===== src/rtl/irq_agg_pkg.sv =====
package irq_agg_pkg;
  localparam int AW = 3;

  typedef enum logic [1:0] {
    SENSE_LEVEL     = 2'b00,
    SENSE_RISE      = 2'b01,
    SENSE_FALL      = 2'b10,
    SENSE_LEVEL_ALT = 2'b11
  } sense_e;

  typedef enum logic [1:0] {
    PIN_PP_LOW  = 2'b00,
    PIN_PP_HIGH = 2'b01,
    PIN_OD_LOW  = 2'b10,
    PIN_OD_ALT  = 2'b11
  } pin_mode_e;

  localparam logic [AW-1:0] ADDR_STATUS = 3'd0;
  localparam logic [AW-1:0] ADDR_MASK   = 3'd1;
  localparam logic [AW-1:0] ADDR_SENSE  = 3'd2;
  localparam logic [AW-1:0] ADDR_MODE   = 3'd3;
endpackage


===== src/rtl/irq_rst_sync.sv =====
module irq_rst_sync #(
  parameter int STAGES = 2
) (
  input  logic clk_i,
  input  logic rst_ni,
  output logic rst_no
);
  logic [STAGES-1:0] chain_q;
  logic [STAGES-1:0] chain_d;

  always_comb chain_d = {chain_q[STAGES-2:0], 1'b1};

  always_ff @(posedge clk_i or negedge rst_ni) begin
    if (!rst_ni) chain_q <= '0;
    else         chain_q <= chain_d;
  end

  assign rst_no = chain_q[STAGES-1];
endmodule


===== src/rtl/irq_sync.sv =====
module irq_sync #(
  parameter int W      = 8,
  parameter int STAGES = 2
) (
  input  logic         clk_i,
  input  logic         rst_ni,
  input  logic [W-1:0] d_i,
  output logic [W-1:0] q_o
);
  logic [W-1:0] stage_q [STAGES];

  generate
    for (genvar s = 0; s < STAGES; s++) begin : g_stage
      logic [W-1:0] stage_d;
      if (s == 0) begin : g_first
        always_comb stage_d = d_i;
      end else begin : g_next
        always_comb stage_d = stage_q[s-1];
      end
      always_ff @(posedge clk_i or negedge rst_ni) begin
        if (!rst_ni) stage_q[s] <= '0;
        else         stage_q[s] <= stage_d;
      end
    end
  endgenerate

  assign q_o = stage_q[STAGES-1];
endmodule


===== src/rtl/irq_status_cell.sv =====
module irq_status_cell
  import irq_agg_pkg::*;
(
  input  logic       clk_i,
  input  logic       rst_ni,
  input  logic       lvl_i,
  input  logic [1:0] sense_i,
  input  logic       clr_i,
  output logic       sts_o
);
  logic prev_q, prev_d;
  logic sts_q, sts_d;
  logic is_rise, is_fall, is_edge, hit;

  always_comb begin
    is_rise = (sense_i == SENSE_RISE);
    is_fall = (sense_i == SENSE_FALL);
    is_edge = is_rise | is_fall;
    hit     = (is_rise & lvl_i & ~prev_q) | (is_fall & ~lvl_i & prev_q);
    prev_d  = lvl_i;
    if (is_edge) sts_d = (sts_q & ~clr_i) | hit;  // new edge wins over clear
    else         sts_d = lvl_i;
  end

  always_ff @(posedge clk_i or negedge rst_ni) begin
    if (!rst_ni) begin
      prev_q <= 1'b0;
      sts_q  <= 1'b0;
    end else begin
      prev_q <= prev_d;
      sts_q  <= sts_d;
    end
  end

  assign sts_o = sts_q;

  // level sources track the synchronized input one cycle later
  a_r3_level_follow: assert property (@(posedge clk_i) disable iff (!rst_ni)
    !is_edge |=> (sts_q == $past(lvl_i)));
  // a latched edge bit holds while no read clears it
  a_r4_edge_hold: assert property (@(posedge clk_i) disable iff (!rst_ni)
    (is_edge && sts_q && !clr_i) |=> sts_q);
  // a detected edge is stored even under a clearing read
  a_r6_edge_kept: assert property (@(posedge clk_i) disable iff (!rst_ni)
    (is_edge && hit) |=> sts_q);
endmodule


===== src/rtl/irq_cfg_regs.sv =====
module irq_cfg_regs
  import irq_agg_pkg::*;
#(
  parameter int NSRC = 8,
  localparam int DW  = 2 * NSRC
) (
  input  logic            clk_i,
  input  logic            rst_ni,
  input  logic            we_i,
  input  logic [AW-1:0]   addr_i,
  input  logic [DW-1:0]   wdata_i,
  input  logic [NSRC-1:0] status_i,
  output logic [NSRC-1:0] mask_o,
  output logic [DW-1:0]   sense_o,
  output pin_mode_e       mode_o,
  output logic [DW-1:0]   rdata_o
);
  logic [NSRC-1:0] mask_q, mask_d;
  logic [DW-1:0]   sense_q, sense_d;
  pin_mode_e       mode_q, mode_d;

  always_comb begin
    mask_d  = mask_q;
    sense_d = sense_q;
    mode_d  = mode_q;
    if (we_i) begin
      if (addr_i == ADDR_MASK)  mask_d  = wdata_i[NSRC-1:0];
      if (addr_i == ADDR_SENSE) sense_d = wdata_i;
      if (addr_i == ADDR_MODE)  mode_d  = pin_mode_e'(wdata_i[1:0]);
    end
  end

  always_ff @(posedge clk_i or negedge rst_ni) begin
    if (!rst_ni) begin
      mask_q  <= '1;
      sense_q <= '0;
      mode_q  <= PIN_PP_LOW;
    end else begin
      mask_q  <= mask_d;
      sense_q <= sense_d;
      mode_q  <= mode_d;
    end
  end

  always_comb begin
    rdata_o = '0;
    unique case (addr_i)
      ADDR_STATUS: rdata_o[NSRC-1:0] = status_i;
      ADDR_MASK:   rdata_o[NSRC-1:0] = mask_q;
      ADDR_SENSE:  rdata_o           = sense_q;
      ADDR_MODE:   rdata_o[1:0]      = mode_q;
      default:     rdata_o           = '0;
    endcase
  end

  assign mask_o  = mask_q;
  assign sense_o = sense_q;
  assign mode_o  = mode_q;

  // a mask write takes effect on the next cycle
  a_r2_mask_write: assert property (@(posedge clk_i) disable iff (!rst_ni)
    (we_i && addr_i == ADDR_MASK) |=> (mask_q == $past(wdata_i[NSRC-1:0])));
endmodule


===== src/rtl/irq_pin_drive.sv =====
module irq_pin_drive
  import irq_agg_pkg::*;
(
  input  logic      active_i,
  input  pin_mode_e mode_i,
  output logic      pin_o,
  output logic      oe_o
);
  always_comb begin
    unique case (mode_i)
      PIN_PP_LOW:  begin pin_o = ~active_i; oe_o = 1'b1;     end
      PIN_PP_HIGH: begin pin_o =  active_i; oe_o = 1'b1;     end
      default:     begin pin_o = 1'b0;      oe_o = active_i; end
    endcase
  end
endmodule


===== src/rtl/irq_aggregator.sv =====
module irq_aggregator
  import irq_agg_pkg::*;
#(
  parameter int NSRC        = 8,
  parameter int SYNC_STAGES = 2,
  localparam int DW         = 2 * NSRC
) (
  input  logic            clk_i,
  input  logic            rst_ni,
  input  logic [NSRC-1:0] src_i,
  input  logic            cfg_we_i,
  input  logic            cfg_re_i,
  input  logic [AW-1:0]   cfg_addr_i,
  input  logic [DW-1:0]   cfg_wdata_i,
  output logic [DW-1:0]   cfg_rdata_o,
  output logic            irq_pin_o,
  output logic            irq_oe_o
);
  logic            rst_n;
  logic [NSRC-1:0] lvl, status, mask;
  logic [DW-1:0]   sense;
  pin_mode_e       mode;
  logic            clr, active;

  irq_rst_sync #(.STAGES(2)) u_rst (
    .clk_i(clk_i), .rst_ni(rst_ni), .rst_no(rst_n));

  irq_sync #(.W(NSRC), .STAGES(SYNC_STAGES)) u_sync (
    .clk_i(clk_i), .rst_ni(rst_n), .d_i(src_i), .q_o(lvl));

  assign clr = cfg_re_i && (cfg_addr_i == ADDR_STATUS);

  generate
    for (genvar i = 0; i < NSRC; i++) begin : g_cell
      irq_status_cell u_cell (
        .clk_i(clk_i), .rst_ni(rst_n), .lvl_i(lvl[i]),
        .sense_i(sense[2*i +: 2]), .clr_i(clr), .sts_o(status[i]));
    end
  endgenerate

  irq_cfg_regs #(.NSRC(NSRC)) u_regs (
    .clk_i(clk_i), .rst_ni(rst_n), .we_i(cfg_we_i), .addr_i(cfg_addr_i),
    .wdata_i(cfg_wdata_i), .status_i(status), .mask_o(mask),
    .sense_o(sense), .mode_o(mode), .rdata_o(cfg_rdata_o));

  assign active = |(status & ~mask);

  irq_pin_drive u_drive (
    .active_i(active), .mode_i(mode), .pin_o(irq_pin_o), .oe_o(irq_oe_o));

  // with every set bit masked, no mode shows an asserted line
  a_r7_masked_quiet: assert property (@(posedge clk_i) disable iff (!rst_n)
    ((status & ~mask) == '0) |->
      ((mode == PIN_PP_HIGH) ? !irq_pin_o : (mode == PIN_PP_LOW) ? irq_pin_o : !irq_oe_o));
  // push-pull low keeps the pad driven
  a_r8_pp_driven: assert property (@(posedge clk_i) disable iff (!rst_n)
    (mode == PIN_PP_LOW) |-> irq_oe_o);
  // active-high mode drives 1 for any unmasked set bit
  a_r9_high_active: assert property (@(posedge clk_i) disable iff (!rst_n)
    (mode == PIN_PP_HIGH && (status & ~mask) != '0) |-> (irq_pin_o && irq_oe_o));
  // open-drain never drives a 1
  a_r10_od_no_high: assert property (@(posedge clk_i) disable iff (!rst_n)
    mode[1] |-> !irq_pin_o);
endmodule


===== config.mk =====
export PLATFORM = sky130hd
export DESIGN_NAME = irq_aggregator
export DESIGN_NICKNAME = d
export VERILOG_FILES = /design/src/rtl/irq_agg_pkg.sv /design/src/rtl/irq_rst_sync.sv /design/src/rtl/irq_sync.sv /design/src/rtl/irq_status_cell.sv /design/src/rtl/irq_cfg_regs.sv /design/src/rtl/irq_pin_drive.sv /design/src/rtl/irq_aggregator.sv
export SDC_FILE = /design/constraint.sdc
export NUM_CORES = 1
export LEC_CHECK = 0
export ABC_AREA = 1
export BUFFER_PORTS_ARGS = -buffer_cell sky130_fd_sc_hd__buf_2
export CAP_MARGIN = 10
export CELL_PAD_IN_SITES_DETAIL_PLACEMENT = 1
export CELL_PAD_IN_SITES_GLOBAL_PLACEMENT = 2
export CORE_MARGIN = 5
export CORE_UTILIZATION = 36
export CTS_BUF_LIST = sky130_fd_sc_hd__clkbuf_4 sky130_fd_sc_hd__clkbuf_8 sky130_fd_sc_hd__clkbuf_16
export CTS_CLUSTER_DIAMETER = 60
export DETAILED_ROUTE_END_ITERATION = 6
export GPL_TIMING_DRIVEN = 0
export PLACE_DENSITY_LB_ADDON = 0.1
export SYNTH_ARGS = -nofsm -noshare
export SYNTH_HDL_FRONTEND = slang
export SYNTH_SLANG_ARGS = --single-unit

===== constraint.sdc =====
create_clock -name clk_i -period 3.1 [get_ports clk_i]
set_clock_uncertainty 0.15 [all_clocks]
set_input_delay 0.465 -clock clk_i [delete_from_list [all_inputs] [get_ports clk_i]]
set_output_delay 0.465 -clock clk_i [all_outputs]
set_load 0.005 [all_outputs]

==> results.sh, run 1 <==
export IMPL_outcome="completed"
export IMPL_dp_hpwl_um=4870
export IMPL_final_area_um2=3420
export IMPL_ys_seq_area_share_pct=53.5
export IMPL_cts_hold_buf=1
export IMPL_globalRouteOverflowTotal=0
export IMPL_place_area_um2=3210
export IMPL_ant_nets=0
export IMPL_grt_pass1_vias=2350
export IMPL_postCtsResizedCells=0
export IMPL_whs_ps=72.1
export IMPL_powerDensity_nw_per_um2=635
export IMPL_clkTransAtPathRegs_ps=80
export IMPL_wire_per_inst_um=13.6
export IMPL_rows=32
export IMPL_vias=2191
export IMPL_synthesis_nets=364
export IMPL_area_growth_pct=21.1
export IMPL_grt_pass1_wl_um=11200
export IMPL_setup_violations=0
export IMPL_clockRootBuffer="clkbuf_8"
export IMPL_finalCritPeriodShare_pct=72.0
export IMPL_yosys_area_top_type="dfrtp_1"
export IMPL_worst_pin_slew_ps=651
export IMPL_final_util_pct=44.5
export IMPL_power_internal_mw=1.50
export IMPL_netlist_cell_type_count=22
export IMPL_drc_errors=0
export IMPL_start_util_pct=36.8
export IMPL_synth_common_cells="nand2_1 (105), dfrtp_1 (52), inv_1 (51)"
export IMPL_maxSlewHeadroom_pct=56.4
export IMPL_tns_ps=0
export IMPL_routed_via_density=4.52
export IMPL_postCtsSetupBuffers=0
export IMPL_worstHoldPathType="input port to flip-flop"
export IMPL_yosys_area_top_type_share_pct=46.1
export IMPL_portBuffers=48
export IMPL_dp_slack_ps=868
export IMPL_place_gp_congestion=0.721
export IMPL_cts_tree="done"
export IMPL_critPathCaptureType="output pin"
export IMPL_wl_um=6620
export IMPL_netSwitchingFraction_pct=31.0
export IMPL_rsz0062_at_grt="false"
export IMPL_drtPass1Iterations=4
export IMPL_leakage_nw=1.83
export IMPL_fin_nets=425
export IMPL_p_switching_mw=0.673
export IMPL_seq_power_share_pct=47.3
export IMPL_synth_top_flop_cell="dfrtp_1"
export IMPL_ys_warn_count=0
export IMPL_critPathKind="flip-flop to output pin"
export IMPL_worst_ep_required_time_ps=2480
export IMPL_die_area_um2=9720
export IMPL_hold_viol=0
export IMPL_cts_buffer_depth=2
export IMPL_grt_antenna_before_repair=0
export IMPL_path_max_fanout=3
export IMPL_grt_max_degree=38
export IMPL_drtIter0Drc=36
export IMPL_diodes=0
export IMPL_die_y_um=98.6
export IMPL_cts_sinks=60
export IMPL_cts_htree_levels=3
export IMPL_finalWorstSetupSlack_ps=868
export IMPL_ys_seq_elements=60
export IMPL_start_kind="flip-flop"
export IMPL_drv_cap=0
export IMPL_synth_edff_count=0
export IMPL_synth_cells=317
export IMPL_slew_viol_final=0
export IMPL_dieWidth_um=98.6
export IMPL_avgSynthCellArea_um2=8.91
export IMPL_period_needed_ps=2230
export IMPL_core_um2=7690
export IMPL_synth_most_common_cell="nand2_1"
export IMPL_ir_worst_vdd_mv=0.297
export IMPL_fmax_mhz=448
export IMPL_num_fill_cells=958
export IMPL_io_pins=49
export IMPL_crit_arrival_ps=1620
export IMPL_clkPwrFrac_pct=32.6
export IMPL_power_share_combinational_pct=20.1
export IMPL_clk_insertion_delay_late_ps=340
export IMPL_numCtsBuffers=9
export IMPL_synth_area_um2=2830
export IMPL_synth_area_top_cells="dfrtp_1 (46%), nand2_1 (14%), dfstp_2 (7.4%)"
export IMPL_drive_gt1_share_pct=25.3
export IMPL_async_flop_share_pct=100
export IMPL_track_usage_pct=14.8
-- cells in the final DEF (no fill, tap or decap), types with 10 or more instances in the layout --
master / synthesis / layout
ha_1: 16 / 16
buf_2: 2 / 50
nand2_1: 105 / 105
dfrtp_1: 52 / 51
clkbuf_8: 0 / 10
nor2_1: 13 / 13
nand3_1: 11 / 11
inv_1: 51 / 51
o21ai_0: 10 / 10
-- cell families (layout without fill, tap and decap cells) --
| logic type | count (synthesis) | in the layout | synth area share (%) |
|---|---|---|---|
| buffers and inverters | 58 | 124 | 8.72 |
| AO/OA/AOI/OAI | 32 | 32 | 7.26 |
| adder cells (fa/ha/maj) | 16 | 16 | 7.09 |
| AND/OR/NAND/NOR | 150 | 150 | 23.3 |
| other | 1 | 1 | 0.133 |
| flip-flops | 60 | 60 | 53.5 |
-- layout make-up --
cell class	instances	area, um2	area share, %
sequential	60	1510	44.2
multi-input combinational	199	1070	31.2
timing repair buffer	50	270	7.90
inverter	52	195	5.70
clock buffer	11	145	4.24
tap	102	128	3.73
clock inverter	5	52.6	1.54
buffer	6	51.3	1.50
-- routing by layer --
metal  vias to the layer above  part of all wire, %  routed length [um]  global-route usage [%]
met2                        38                   48                3170                    24.0
met3                        10                  4.3                 283                    4.32
met5                         -                    0                   0                       0
met1                      1040                   46                3040                    18.7
li1                       1103                    -                   -                       -
met4                         0                  1.8                 119                    5.67
-- sequential cells by signal, summed over array words and instances (netlist names) --
register	cells
u_regs.mask_o	8
g_cell.u_cell.sts_o	8
u_sync.g_stage.stage_d	8
u_rst.chain_q	2
u_regs.mode_o	2
g_cell.u_cell.prev_q	8
u_regs.sense_o	16
u_sync.q_o	8
-- through the flow --
stage	std cells	total power [mW]
CTS	485	2.22
detailed placement	468	1.49
global route	485	2.36
global placement	467	1.47
floorplan	317	1.33
finish	485	2.17
-- worst paths after layout --
kind / start / endpoint / slack (ps) / depth (start not counted)
max in group asynchronous: u_rst.chain_q[1]$_DFF_PN0_ / u_regs.mask_o[0]$_DFFE_PN1P_ / 2040 / 1
worst min-delay path: src_i[2] / u_sync.g_stage[1].stage_d[2]$_DFF_PN0_ / 70 / 1
min in group asynchronous: u_rst.chain_q[1]$_DFF_PN0_ / u_sync.g_stage[1].stage_d[2]$_DFF_PN0_ / 100 / 0
worst max register to register: u_regs.sense_o[12]$_DFFE_PN0P_ / g_cell[6].u_cell.sts_o$_DFF_PN0_ / 1840 / 6
worst min register to register: u_rst.chain_q[1]$_DFF_PN0_ / u_sync.g_stage[1].stage_d[2]$_DFF_PN0_ / 100 / 0
worst max-delay path: u_regs.mask_o[5]$_DFFE_PN1P_ / irq_pin_o / 870 / 8
-- power groups by stage --
stage	clock network (mW)	logic, mW	registers (mW)
floorplan	0	0.313	1.02
global placement	0	0.418	1.05
detailed placement	0	0.450	1.04
CTS	0.734	0.454	1.03
global route	0.779	0.530	1.05
finish	0.708	0.437	1.03
-- critical path: stages (launching register included) --
cell,delay [ps]
dfstp_2,550
inv_1,40
nand2_1,60
nand2_1,60
nor2_1,270
nand2_1,90
nand2_1,70
nand2_1,40
buf_2,120
No activity file was read; power rests on OpenSTA's default activity.
==> run 2, diff against run 1 <==
--- a/config.mk
+++ b/config.mk
@@ -5,13 +5,13 @@
 export SDC_FILE = /design/constraint.sdc
 export NUM_CORES = 1
 export LEC_CHECK = 0
-export ABC_AREA = 1
+export ABC_AREA = 0
 export BUFFER_PORTS_ARGS = -buffer_cell sky130_fd_sc_hd__buf_2
 export CAP_MARGIN = 10
 export CELL_PAD_IN_SITES_DETAIL_PLACEMENT = 1
 export CELL_PAD_IN_SITES_GLOBAL_PLACEMENT = 2
 export CORE_MARGIN = 5
-export CORE_UTILIZATION = 36
+export CORE_UTILIZATION = 32
 export CTS_BUF_LIST = sky130_fd_sc_hd__clkbuf_4 sky130_fd_sc_hd__clkbuf_8 sky130_fd_sc_hd__clkbuf_16
 export CTS_CLUSTER_DIAMETER = 60
 export DETAILED_ROUTE_END_ITERATION = 6
==> constraint.sdc (replaced) <==
create_clock -name clk_i -period 1.9 [get_ports clk_i]
set_clock_uncertainty 0.15 [all_clocks]
set_input_delay 0.285 -clock clk_i [delete_from_list [all_inputs] [get_ports clk_i]]
set_output_delay 0.285 -clock clk_i [all_outputs]
set_load 0.005 [all_outputs]
==> results.sh, run 2 <==
export IMPL_outcome="finished with violations"
export IMPL_violations="setup timing"
export IMPL_critPathKind="flip-flop to output pin"
export IMPL_fin_cells=441
export IMPL_clkTransAtPathRegs_ps=70
export IMPL_rows=33
export IMPL_critPathCaptureType="output pin"
export IMPL_dp_hpwl_um=4830
export IMPL_clk_insertion_delay_late_ps=350
export IMPL_io_pins=49
export IMPL_portBuffers=48
export IMPL_clkPwrFrac_pct=30.2
export IMPL_final_common_cell="buf_2"
export IMPL_drc_errors=0
export IMPL_hold_viol=0
export IMPL_drtIter0Drc=18
export IMPL_grt_pass1_wl_um=11100
export IMPL_synth_common_cells="dfrtp_1 (52), inv_1 (38), nand2_1 (18)"
export IMPL_finalCritPeriodShare_pct=117
export IMPL_slew_viol_final=0
export IMPL_critical_path_cell_chain="o22ai_4 -> nor4_4 -> mux2_4 -> buf_6"
export IMPL_yosys_area_top_type_share_pct=48.4
export IMPL_netlist_cell_type_count=25
export IMPL_setup_violations=4
export IMPL_routed_via_density=4.57
export IMPL_seq_power_share_pct=44.8
export IMPL_rsz0062_at_grt="true"
export IMPL_die_y_um=102
export IMPL_async_flop_share_pct=100
export IMPL_dp_slack_ps=-251
export IMPL_area_growth_pct=33.9
export IMPL_cp_buffers_inverters=1
export IMPL_multi_input_area_um2=1040
export IMPL_place_gp_congestion=0.743
export IMPL_diodes=0
export IMPL_period_needed_ps=2220
export IMPL_grt_max_degree=32
export IMPL_synth_area_um2=2690
export IMPL_drv_cap=0
export IMPL_tns_ps=-529
export IMPL_yosys_area_top_type="dfrtp_1"
export IMPL_final_util_pct=43.8
export IMPL_cts_htree_levels=3
export IMPL_final_area_um2=3600
export IMPL_leakage_nw=1.77
export IMPL_num_fill_cells=928
export IMPL_worstHoldPathType="input port to flip-flop"
export IMPL_slowest_stage="dfstp_2"
export IMPL_ant_nets=0
export IMPL_drive_gt1_share_pct=33.9
export IMPL_place_area_um2=3080
export IMPL_powerDensity_nw_per_um2=1070
export IMPL_synth_edff_count=0
export IMPL_synth_top_flop_cell="dfrtp_1"
export IMPL_track_usage_pct=14.4
export IMPL_synth_most_common_cell="dfrtp_1"
export IMPL_start_util_pct=32.7
export IMPL_power_share_combinational_pct=24.9
export IMPL_p_switching_mw=1.18
export IMPL_fmax_mhz=450
export IMPL_ys_seq_area_share_pct=56.2
export IMPL_wire_per_inst_um=15.5
export IMPL_power_internal_mw=2.69
export IMPL_core_um2=8220
export IMPL_cts_sinks=60
export IMPL_ys_warn_count=0
export IMPL_largest_register_ffs=16
export IMPL_crit_arrival_ps=1790
export IMPL_seqCellArea_um2=1510
export IMPL_worst_pin_slew_ps=650
export IMPL_die_area_um2=10300
export IMPL_synth_area_top_cells="dfrtp_1 (48%), dfstp_2 (7.8%), ha_1 (7.4%)"
export IMPL_fin_nets=378
export IMPL_cp_top_family="flip-flops"
export IMPL_globalRouteOverflowTotal=0
export IMPL_maxSlewHeadroom_pct=56.6
export IMPL_clockRootBuffer="clkbuf_8"
export IMPL_slowest_delay_ps=580
export IMPL_synthesis_nets=292
export IMPL_ys_seq_elements=60
export IMPL_grt_pass1_vias=2202
export IMPL_netSwitchingFraction_pct=30.4
export IMPL_worst_ep_required_time_ps=1460
export IMPL_cts_buffer_depth=2
export IMPL_cts_tree="done"
export IMPL_path_max_fanout=3
export IMPL_dp_cells=399
export IMPL_final_cell_mix="buf_2 (53), dfrtp_1 (51), inv_1 (38)"
export IMPL_avgSynthCellArea_um2=11.0
export IMPL_numCtsBuffers=9
export IMPL_grt_antenna_before_repair=0
export IMPL_ir_worst_vdd_mv=0.412
export IMPL_drtPass1Iterations=4
export IMPL_synth_cells=245
export IMPL_start_kind="flip-flop"
export IMPL_dieWidth_um=102
export IMPL_finalWorstSetupSlack_ps=-321
export IMPL_vias=2016
export IMPL_wl_um=6850
## run 2: changes by cell type after synthesis, moves of 11 or more
cell / delta
inv_1: -13
nand3_1: -11
o22ai_1: +11
a21oi_1: +14
mux2_2: +11
nand2_1: -87
## run 2: worst register-to-register path: stages, from the launching register on
cell and delay [ps]:
dfrtp_1 380, buf_4 140, inv_1 80, ha_1 250
a21oi_1 120, o22ai_1 90
## run 2: cell type report
class	instances	area share (%)
repair buffers	75	14.2
inverters	38	3.96
plain buffers	10	1.60
clock buffers	10	3.82
clock inverters	6	1.77
well taps	105	3.65
flip-flops and latches	60	42.0
multi-input cells	137	28.9
## run 2: stage by stage
step / hold WS (ps) / total power, mW
finish: 20.7 / 3.87
global route: 15.3 / 4.14
floorplan: -161 / 2.22
global placement: -77.0 / 2.47
CTS: 0.378 / 3.84
detailed placement: -74.7 / 2.51
## run 2: repair_timing
item | 4_1_cts | 5_1_grt
pin swaps | 1 | 1
hold buffers | 17 | 0
hold endpoints to repair | 18 | 0
setup buffers | 9 | 0
resized for setup | 8 | 9
setup endpoints to repair | 12 | 7
## run 2: cells by family (layout without fill, tap and decap cells)
| group | Yosys count | count (layout) | share of synthesized area, % |
|---|---|---|---|
| fa+ha+maj | 16 | 16 | 7.45 |
| mux | 19 | 19 | 8.52 |
| simple gates | 51 | 51 | 9.45 |
| flops | 60 | 60 | 56.2 |
| compound gates | 50 | 50 | 10.8 |
| buf+inv | 48 | 139 | 7.40 |
| other cells | 1 | 1 | 0.140 |
## run 2: path summary, 6_finish.rpt
kind	from	end	slack, ps	cells after the start
max	u_regs.mask_o[0]$_DFFE_PN1P_	irq_pin_o	-320	4
max in group asynchronous	u_rst.chain_q[1]$_DFF_PN0_	u_regs.mask_o[7]$_DFFE_PN1P_	780	1
max reg2reg	u_regs.sense_o[0]$_DFFE_PN0P_	g_cell[0].u_cell.sts_o$_DFF_PN0_	580	5
min in group asynchronous	rst_ni	u_rst.chain_q[0]$_DFF_PN0_	100	2
min	cfg_wdata_i[5]	u_regs.sense_o[5]$_DFFE_PN0P_	20	3
min reg2reg	u_rst.chain_q[1]$_DFF_PN0_	u_sync.g_stage[1].stage_d[6]$_DFF_PN0_	150	0
## run 2: layer usage
metal / track usage, % / routed length [um] / vias to the layer above
li1: - / - / 981
met1: 17.9 / 2990 / 985
met2: 23.6 / 3420 / 42
met3: 3.86 / 323 / 8
met4: 6.44 / 113 / 0
met5: 0 / 0 / -
## run 2: power by group through the flow
stage	clock network [mW]	registers, mW	logic, mW
4_1_cts	1.21	1.73	0.899
2_1_floorplan	0	1.69	0.528
5_1_grt	1.27	1.77	1.09
3_3_place_gp	0	1.77	0.700
6_report	1.17	1.73	0.964
3_5_place_dp	0	1.77	0.742
